`config.mk`:
```
export PLATFORM = sky130hd
export DESIGN_NAME = eink_timing_gen
export DESIGN_NICKNAME = d
export VERILOG_FILES = /design/src/rtl/eink_tg_pkg.sv /design/src/rtl/eink_tick_gen.sv /design/src/rtl/eink_line_ctr.sv /design/src/rtl/eink_frame_ctl.sv /design/src/rtl/eink_timing_gen.sv
export SDC_FILE = /design/constraint.sdc
export NUM_CORES = 1
export LEC_CHECK = 0
export BUFFER_PORTS_ARGS = -buffer_cell sky130_fd_sc_hd__buf_2
export CAP_MARGIN = 20
export CORE_ASPECT_RATIO = 0.75
export CORE_MARGIN = 4
export CORE_UTILIZATION = 45
export DETAILED_ROUTE_END_ITERATION = 12
export MAX_ROUTING_LAYER = met4
export PLACE_DENSITY = 0.66
export REMOVE_ABC_BUFFERS = 1
export SLEW_MARGIN = 40
export SYNTH_ARGS = -nofsm -noshare
export SYNTH_HDL_FRONTEND = slang
export SYNTH_HIERARCHICAL = 1
export SYNTH_SLANG_ARGS = --single-unit
```
`constraint.sdc`:
```
create_clock -name clk -period 10.15 [get_ports clk]
set_input_delay 0.5075 -clock clk [delete_from_list [all_inputs] [get_ports clk]]
set_output_delay 0.5075 -clock clk [all_outputs]
set_load 0.01 [all_outputs]
```
`src/rtl/eink_tg_pkg.sv`:
```
package eink_tg_pkg;

    localparam int TG_HW          = 12;
    localparam int TG_VW          = 11;
    localparam int TG_FW          = 8;
    localparam int TG_DIV_NARROW  = 4;
    localparam int TG_DIV_WIDE    = 8;

    typedef enum logic {
        TG_IDLE = 1'b0,
        TG_RUN  = 1'b1
    } tg_state_e;

    typedef struct packed {
        logic frame_end;
        logic disp_end;
        logic line_flag;
    } tg_evt_t;

    // half-open window test: lo <= cnt < hi
    function automatic logic in_window(input logic [31:0] cnt,
                                       input logic [31:0] lo,
                                       input logic [31:0] hi);
        return (cnt >= lo) && (cnt < hi);
    endfunction

endpackage

```
`src/rtl/eink_tick_gen.sv`:
```
module eink_tick_gen
    import eink_tg_pkg::*;
#(
    parameter int NARROW_DIV = TG_DIV_NARROW,
    parameter int WIDE_DIV   = TG_DIV_WIDE
) (
    input  logic clk,
    input  logic rst,
    input  logic run,
    input  logic wide,
    output logic tick
);
    localparam int CW = $clog2(WIDE_DIV);

    logic [CW-1:0] cnt;
    logic          wide_q;
    logic [CW-1:0] lim_m1;

    assign lim_m1 = wide_q ? CW'(WIDE_DIV - 1) : CW'(NARROW_DIV - 1);
    assign tick   = run && (cnt == lim_m1);

    always_ff @(posedge clk) begin
        if (rst) begin
            cnt    <= '0;
            wide_q <= 1'b0;
        end else if (!run) begin
            cnt    <= '0;
            wide_q <= wide;
        end else begin
            cnt <= tick ? '0 : cnt + 1'b1;
        end
    end

    // ticks never come back to back
    a_r12_tick_gap: assert property (@(posedge clk) disable iff (rst)
        tick |=> !tick);

endmodule

```
`src/rtl/eink_line_ctr.sv`:
```
module eink_line_ctr
    import eink_tg_pkg::*;
#(
    parameter int HW = TG_HW
) (
    input  logic          clk,
    input  logic          rst,
    input  logic          run,
    input  logic          tick,
    input  logic [HW-1:0] hs,
    input  logic [HW-1:0] hb,
    input  logic [HW-1:0] hd,
    input  logic [HW-1:0] he,
    input  logic [HW-1:0] g_rise,
    input  logic [HW-1:0] g_fall,
    input  logic [HW-1:0] ce_w,
    output logic          line_last,
    output logic          line_sync,
    output logic          h_active,
    output logic          gate_clk,
    output logic          ce_hwin
);
    localparam int SW = HW + 2;

    logic [SW-1:0] hcnt;
    logic [SW-1:0] htot, act_st, act_end, ce_len, ce_end;

    always_comb begin
        htot    = SW'(hs) + SW'(hb) + SW'(hd) + SW'(he);
        act_st  = SW'(hs) + SW'(hb);
        act_end = act_st + SW'(hd);
        ce_len  = (ce_w == '0) ? SW'(hd) : SW'(ce_w);
        ce_end  = act_st + ce_len;
    end

    assign line_last = (hcnt == htot - 1'b1);

    always_ff @(posedge clk) begin
        if (rst || !run) begin
            hcnt <= '0;
        end else if (tick) begin
            hcnt <= line_last ? '0 : hcnt + 1'b1;
        end
    end

    assign line_sync = run && (hcnt < SW'(hs));
    assign h_active  = run && in_window(32'(hcnt), 32'(act_st), 32'(act_end));
    assign gate_clk  = run && in_window(32'(hcnt), 32'(g_rise), 32'(g_fall));
    assign ce_hwin   = run && in_window(32'(hcnt), 32'(act_st), 32'(ce_end));

    // count parked at zero whenever no run is in progress
    a_r10_idle_hzero: assert property (@(posedge clk) disable iff (rst)
        !run |=> (hcnt == '0));

    // active window never overlaps the sync pulse
    a_r2_hact_no_sync: assert property (@(posedge clk) disable iff (rst)
        h_active |-> !line_sync);

endmodule

```
`src/rtl/eink_frame_ctl.sv`:
```
module eink_frame_ctl
    import eink_tg_pkg::*;
#(
    parameter int VW = TG_VW,
    parameter int FW = TG_FW
) (
    input  logic          clk,
    input  logic          rst,
    input  logic          start,
    input  logic          line_end,
    input  logic [VW-1:0] vs,
    input  logic [VW-1:0] vb,
    input  logic [VW-1:0] vd,
    input  logic [VW-1:0] ve,
    input  logic [FW-1:0] frames_m1,
    input  logic [VW-1:0] flag_line,
    output logic          busy,
    output logic          frame_sync,
    output logic          v_active,
    output tg_evt_t       evt
);
    localparam int SW = VW + 2;

    tg_state_e     state;
    logic [SW-1:0] vcnt, v_next;
    logic [FW-1:0] frm;
    logic          start_q;
    logic [SW-1:0] vtot, act_st, act_end;
    logic          rise, vlast, frame_done, run_done, flag_hit;

    always_comb begin
        vtot    = SW'(vs) + SW'(vb) + SW'(vd) + SW'(ve);
        act_st  = SW'(vs) + SW'(vb);
        act_end = act_st + SW'(vd);
    end

    assign busy       = (state == TG_RUN);
    assign rise       = start && !start_q;
    assign vlast      = (vcnt == vtot - 1'b1);
    assign v_next     = vlast ? '0 : vcnt + 1'b1;
    assign frame_done = busy && line_end && vlast;
    assign run_done   = frame_done && (frm == frames_m1);
    assign flag_hit   = busy && line_end && !run_done && (v_next == SW'(flag_line));

    always_ff @(posedge clk) begin
        if (rst) begin
            state   <= TG_IDLE;
            vcnt    <= '0;
            frm     <= '0;
            start_q <= 1'b1;
            evt     <= '0;
        end else begin
            start_q <= start;
            evt     <= '{frame_end: frame_done, disp_end: run_done, line_flag: flag_hit};
            case (state)
                TG_IDLE: begin
                    vcnt <= '0;
                    frm  <= '0;
                    if (rise) state <= TG_RUN;
                end
                default: begin
                    if (line_end)   vcnt <= v_next;
                    if (frame_done) frm  <= frm + 1'b1;
                    if (run_done) begin
                        state <= TG_IDLE;
                        vcnt  <= '0;
                        frm   <= '0;
                    end
                end
            endcase
        end
    end

    assign frame_sync = busy && (vcnt < SW'(vs));
    assign v_active   = busy && in_window(32'(vcnt), 32'(act_st), 32'(act_end));

    // display end leaves the block idle
    a_r7_done_idle: assert property (@(posedge clk) disable iff (rst)
        evt.disp_end |-> !busy);

    // display end coincides with a frame end
    a_r7_done_with_frame: assert property (@(posedge clk) disable iff (rst)
        evt.disp_end |-> evt.frame_end);

    // a run only stops at a line boundary, never on a new start
    a_r9_busy_holds: assert property (@(posedge clk) disable iff (rst)
        (busy && !line_end) |=> busy);

    // line flag never fires in the same clock as display end
    a_r11_flag_not_end: assert property (@(posedge clk) disable iff (rst)
        evt.line_flag |-> !evt.disp_end);

endmodule

```
`src/rtl/eink_timing_gen.sv`:
```
module eink_timing_gen
    import eink_tg_pkg::*;
#(
    parameter int HW = TG_HW,
    parameter int VW = TG_VW,
    parameter int FW = TG_FW
) (
    input  logic          clk,
    input  logic          rst,
    input  logic          start,
    input  logic          wide_mode,
    input  logic [HW-1:0] hs_len,
    input  logic [HW-1:0] hb_len,
    input  logic [HW-1:0] hd_len,
    input  logic [HW-1:0] he_len,
    input  logic [VW-1:0] vs_len,
    input  logic [VW-1:0] vb_len,
    input  logic [VW-1:0] vd_len,
    input  logic [VW-1:0] ve_len,
    input  logic [HW-1:0] gate_rise,
    input  logic [HW-1:0] gate_fall,
    input  logic [HW-1:0] ce_width,
    input  logic [FW-1:0] frame_total_m1,
    input  logic [VW-1:0] flag_line,
    output logic          busy,
    output logic          src_tick,
    output logic          line_sync,
    output logic          frame_sync,
    output logic          h_active,
    output logic          v_active,
    output logic          data_en,
    output logic          gate_clk,
    output logic          src_ce,
    output logic          frame_end_evt,
    output logic          disp_end_evt,
    output logic          line_flag_evt
);
    logic    line_last, line_end, ce_hwin;
    tg_evt_t evt;

    eink_tick_gen u_tick (
        .clk (clk),
        .rst (rst),
        .run (busy),
        .wide(wide_mode),
        .tick(src_tick)
    );

    eink_line_ctr #(.HW(HW)) u_line (
        .clk      (clk),
        .rst      (rst),
        .run      (busy),
        .tick     (src_tick),
        .hs       (hs_len),
        .hb       (hb_len),
        .hd       (hd_len),
        .he       (he_len),
        .g_rise   (gate_rise),
        .g_fall   (gate_fall),
        .ce_w     (ce_width),
        .line_last(line_last),
        .line_sync(line_sync),
        .h_active (h_active),
        .gate_clk (gate_clk),
        .ce_hwin  (ce_hwin)
    );

    assign line_end = src_tick && line_last;

    eink_frame_ctl #(.VW(VW), .FW(FW)) u_frame (
        .clk       (clk),
        .rst       (rst),
        .start     (start),
        .line_end  (line_end),
        .vs        (vs_len),
        .vb        (vb_len),
        .vd        (vd_len),
        .ve        (ve_len),
        .frames_m1 (frame_total_m1),
        .flag_line (flag_line),
        .busy      (busy),
        .frame_sync(frame_sync),
        .v_active  (v_active),
        .evt       (evt)
    );

    assign data_en       = h_active && v_active;
    assign src_ce        = ce_hwin && v_active;
    assign frame_end_evt = evt.frame_end;
    assign disp_end_evt  = evt.disp_end;
    assign line_flag_evt = evt.line_flag;

    // no strobe while idle
    a_r10_idle_quiet: assert property (@(posedge clk) disable iff (rst)
        !busy |-> !(line_sync || frame_sync || gate_clk || src_ce || data_en || src_tick));

endmodule

```
Yosys cells after proc, flatten, opt, wreduce, memory -nomap -nowiden
Index checks and enable logic that the tools add are counted.

Bits in registers: 44. Input bits: 151. Output and inout port bits: 12. Logic and storage cells: 72.

$add $sub $neg: 13. Order comparisons: 9. Equal/unequal tests: 5. Muxes and demuxes: 7. Bitwise gates (word level): 1. Reductions and logical operators: 27.

Operator list (count): 14-bit by 12-bit less-than comparator with 1-bit output (2); 14-bit less-than comparator (2); 1-bit logical AND (20); 13-bit by 12-bit adder with 14-bit output (1); 14-bit by 1-bit adder with 14-bit output (second input constant) (1); 14-bit by 12-bit adder with 14-bit output (1); 14-bit adder (1); 14-bit == test (1); 14-bit by 12-bit greater-or-equal comparator with 1-bit output (1); 14-bit greater-or-equal comparator (1); 14-bit two-way mux (1); 14-bit by 1-bit subtractor with 14-bit output (second input constant) (1); 12-bit by 11-bit adder with 13-bit output (1); 12-bit by 12-bit adder with 13-bit output (1); 13-bit by 1-bit adder with 13-bit output (second input constant) (1); 13-bit by 11-bit adder with 13-bit output (1); 13-bit by 11-bit == test with 1-bit output (1); 13-bit == test (1); 13-bit greater-or-equal comparator (1); 13-bit by 11-bit less-than comparator with 1-bit output (1); 13-bit less-than comparator (1); 13-bit two-way mux (1); 13-bit by 1-bit subtractor with 13-bit output (second input constant) (1); 11-bit by 11-bit adder with 12-bit output (1); 12 further kinds (17).

Logic depth before layout (Yosys ltp)
Word-level depth: 12. Gate-level depth with buffers: 32. Gate-level depth less buffers: 30.

Cells and area by module
Netlist, hierarchy kept.

By module, submodules not included: eink_line_ctr (instances 1, cells an instance 671, area each 5176.2 um^2, seq. area each 280.3 um^2); eink_frame_ctl (instances 1, cells an instance 580, area each 4341.7 um^2, seq. area each 520.5 um^2); eink_tick_gen (instances 1, cells an instance 16, area each 166.4 um^2, seq. area each 80.1 um^2); eink_timing_gen (instances 1, cells an instance 3, area each 18.8 um^2, seq. area each 0.0 um^2).

Least setup slack after synthesis
Ideal clock, no wire load.

Path kind: in2reg. From: input port hs_len[0]. To: register u_frame.vcnt[2]. Library setup time: 0.129 ns. Arrival time: 6.399 ns. Required time: 10.021 ns. Path slack: 3.622 ns. Stages on the path: 27. Buffers on the path: 2. Cells stage by stage: ha_1 > inv_1 > fa_1 > nor2b_1 > o31ai_1 > a21oi_1 > a21oi_1 > o21bai_1 > a21oi_1 > xnor2_1 > ha_1 > a211o_1 > or3b_1 > a211oi_1 > xor2_1 > ha_1 > clkbuf_1 > and3_1 > a221o_1 > a21o_1 > xnor3_2 > nor4_1 > and2_1 > clkbuf_1 > clkinv_1 > o21ai_0 > nor2_1.

Longest elaborated chain between the ends: 10.

Ends and longest elaborated chain: start, declared (RTL line eink_timing_gen.sv:12) `input logic [HW-1:0] hs_len,`; 12-bit by 12-bit adder with 13-bit output (*) (RTL line eink_line_ctr.sv:29) `htot = SW'(hs) + SW'(hb) + SW'(hd) + SW'(he);`; 13-bit by 12-bit adder with 14-bit output (*) (RTL line eink_line_ctr.sv:29); 14-bit by 12-bit adder with 14-bit output (*) (RTL line eink_line_ctr.sv:29); 14-bit by 1-bit subtractor with 14-bit output (*) (RTL line eink_line_ctr.sv:36) `assign line_last = (hcnt == htot - 1'b1);`; 14-bit == test (*) (RTL line eink_line_ctr.sv:36); net line_last (RTL line eink_timing_gen.sv:38) `logic line_last, line_end, ce_hwin;`; 1-bit logical AND (*) (RTL line eink_timing_gen.sv:68) `assign line_end = src_tick && line_last;`; net line_end (RTL line eink_timing_gen.sv:38); 1-bit logical AND (2 in a row) (RTL line eink_frame_ctl.sv:41) `assign frame_done = busy && line_end && vlast;`; 1-bit logical AND (RTL line eink_frame_ctl.sv:42) `assign run_done = frame_done && (frm == frames_m1);`; 3-bit OR reduction (no line); end signal, assigned (RTL line eink_frame_ctl.sv:62) `if (line_end) vcnt <= v_next;`; end, declared (RTL line eink_frame_ctl.sv:25) `logic [SW-1:0] vcnt, v_next;`.

The timed path passes the listed nets; every way through them passes the cells marked *. A chain may end at the register's enable or synchronous reset.

Final worst setup path
From: input port hs_len[0]. To: register u_frame.vcnt[7].

Same word-level chain as after synthesis.

==> reports/results.ini <==
[worst_setup_path]
rr_endpoint = u_frame/vcnt[7]$_SDFFE_PP0P_
cpLargestDelayFamily = compound AO/OA/AOI/OAI gates
reg2regPathDepth = 10
cp.depth = 26
crit_fanout = 20
critical_path_buf_inv_count = 3
reg2reg_slack_ps = 6340
worst_setup_path_start_kind = primary input
cp.arrival_ps = 7600
worstSetupEndpoint = u_frame/vcnt[7]$_SDFFE_PP0P_
crit_type = primary input to flop
crit_slowest_cell = and2_1
cp_slowest_stage_delay_ps = 610
crit_required_ps = 10320
end_kind = flop
r2r_start = u_line/hcnt[2]$_SDFFE_PP0P_
cp-startpoint = hs_len[0]

[floorplanning]
core-area_sq_um = 21180
die_h_um = 135.2
core.rowCount = 46
initial_utilization_pct = 45.81
fp.dieW_um = 177.6
io_pins = 163
die-area_sq_um = 24000

[logic_synthesis]
synthCells = 1270
synth_edf_count = 0
yosysWarnings = 6
yosysSeqAreaShare_pct = 9.078
async_flop_share_pct = 0
syn_area_sq_um = 9703
ys_ff_latch = 44
synth_cell_types = 87
dominantRegCellSynth = dfxtp_1
yosysTopAreaCell = ha_1
netlist_top_cells_area = ha_1 (27%), dfxtp_1 (9.1%), xnor2_1 (7.0%)
syn_avg_cell_area_sq_um = 7.640
synth_top_area_share_pct = 26.69

[sta]
worst_pin_slew_ps = 811.8
fin_crit_ps = 7431
setup_viol = 0
fin_worst_hold_slack_ps = 415.1
grt_setup_unrepaired = false
slew_headroom_pct = 45.81
skew_ps = 5.690
post-route-period-util_pct = 73.21
hold_violations = 0
fmaxAchievable_ghz = 0.1346
maxSlewViolCount = 0
tns_ps = 0

[clocking]
cts.reportedPaths.clkPinSlew_ps = 70
cts_tree = built
cts.path.max_buffers = 2
cts_resized = 0
cts.root.buffer_cell = clkbuf_16
postCtsSetupBuffers = 0
cts_buffers = 5
cts.htree.levels = 2
insertion_delay_ps = 290
clock_sinks = 44
postCtsHoldBufs = 0

[layout]
final_cells = 1714
final_nets = 1789
drive_gt1_share_pct = 15.02
utilization_pct = 51.98
multi_input_area_sq_um = 8145
mostFrequentLayoutCells = ha_1 (207), buf_2 (162), inv_1 (153), a21oi_1 (82), xnor2_1 (78)
register_area_sq_um = 880.8
areaGrowthSynthToFinish_pct = 13.46
fillers = 2101
final_common_cell = ha_1

[route]
drc = 0
dr_wl_met2_mm = 11.01
ant_nets = 0
first_iter_violations = 600
drtPass1Iterations = 5
wl_met3_mm = 1.731
num_vias = 9439
wl_per_cell_um = 16.01
wl_met1_mm = 14.47
dr.max_layer_used = met4
drt-total-wl_mm = 27.45
via_per_inst = 5.507

[placed_design]
portBuffers = 162
place_congestion = 0.9339
place_inst = 1705
dp_hpwl_mm = 23.07

[global_routing]
grt_start_max_net_pins = 21
first_global_vias = 8790
track_usage_pct = 23.24
antenna_found_initial = 1
grt_first_pass_wirelength_mm = 44.55
grt_overflow = 0

[pwr]
p_per_area_nw_per_um2 = 162.9
leakagePower_nw = 5.552
p_total_w = 0.001793
peakVddDrop_v = 0.00009730

[worst_hold_path]
min_path_type = primary input to flop

[job]
drv_cap = 0

[outcome]
outcome = finished clean

layer usage:
metal	vias up	global-route usage (%)
met3	20	2.902
met4	0	2.404
met5	-	-
li1	4855	-
met1	4267	35.76
met2	297	33.36
worst min path at each step:
stage / to / startpoint / cells after the start
after detailed placement: u_tick/cnt[0]$_SDFF_PP0_ / u_tick/cnt[0]$_SDFF_PP0_ / 1
after floorplan: u_tick/cnt[0]$_SDFF_PP0_ / u_tick/cnt[0]$_SDFF_PP0_ / 1
after CTS: u_frame/start_q$_SDFF_PP1_ / start / 2
after global routing: u_frame/start_q$_SDFF_PP1_ / start / 2
final: u_frame/start_q$_SDFF_PP1_ / start / 2
after global placement: u_tick/cnt[0]$_SDFF_PP0_ / u_tick/cnt[0]$_SDFF_PP0_ / 1
power breakdown:
group | leakage [nW] | switching [W] | internal [W]
logic | 5.12 | 0.000810 | 0.000617
registers | 0.355 | 0.000000935 | 0.000173
clock network | 0.0804 | 0.0000744 | 0.000117
total | 5.55 | 0.000886 | 0.000908
kinds of logic after synthesis:
group | count (synthesis) | share of synthesized area (%)
and+or+nand+nor | 357 | 19.21
AOI/OAI and AO/OA | 338 | 23.56
adders and majority gates | 215 | 28.24
buffers and inverters | 177 | 6.976
xor gates and xnor gates | 134 | 12.40
DFF | 44 | 9.078
muxes | 5 | 0.5287
Yosys cell counts, drive strengths merged (6+ instances only):
master / n
a31oi: 8
a21o: 59
or3: 8
nand4: 21
nand3: 35
a211o: 7
clkbuf: 18
nand2: 62
a21boi: 6
o21bai: 6
xnor2: 78
dfxtp: 44
and2: 7
a21oi: 83
nor3: 28
o211ai: 11
a211oi: 12
and3: 13
ha: 207
o21ai: 72
nor2: 86
o2111ai: 6
nor4: 17
nand2b: 24
nor2b: 18
or2: 10
xor2: 54
fa: 7
inv: 153
o21a: 24
flip-flops by register name, summed over array words and instances, names as in the netlist:
register / cells
u_tick/cnt: 3
u_frame/evt: 3
u_tick/wide_q: 1
u_frame/vcnt: 13
u_line/hcnt: 14
u_frame/start_q: 1
u_frame/busy: 1
u_frame/frm: 8
worst register-to-register path, stage by stage (launching register included):
cell,delay [ps]
dfxtp_1,770
xor2_1,140
nor3_1,270
o2111ai_1,180
nor4_1,310
nand4_1,170
nor4_1,190
and2_1,610
clkinv_1,450
o21ai_0,500
nor2_1,90
through the flow:
stage,worst slack (ps),instance area [sq um]
finish,2719,11010
global route,2104,11010
CTS,2795,11010
detailed placement,2519,10840
global placement,2666,10830
floorplan,3563,9604
layout make-up:
type / count / share of cell area, %
Multi-Input combinational cell: 1049 / 73.99
Sequential cell: 44 / 8.001
Timing Repair Buffer: 170 / 7.910
Inverter: 154 / 5.251
Tap cell: 288 / 3.273
Clock buffer: 5 / 1.136
Clock inverter: 3 / 0.4205
Antenna cell: 1 / 0.02273
(Power assumes the default switching activity.)
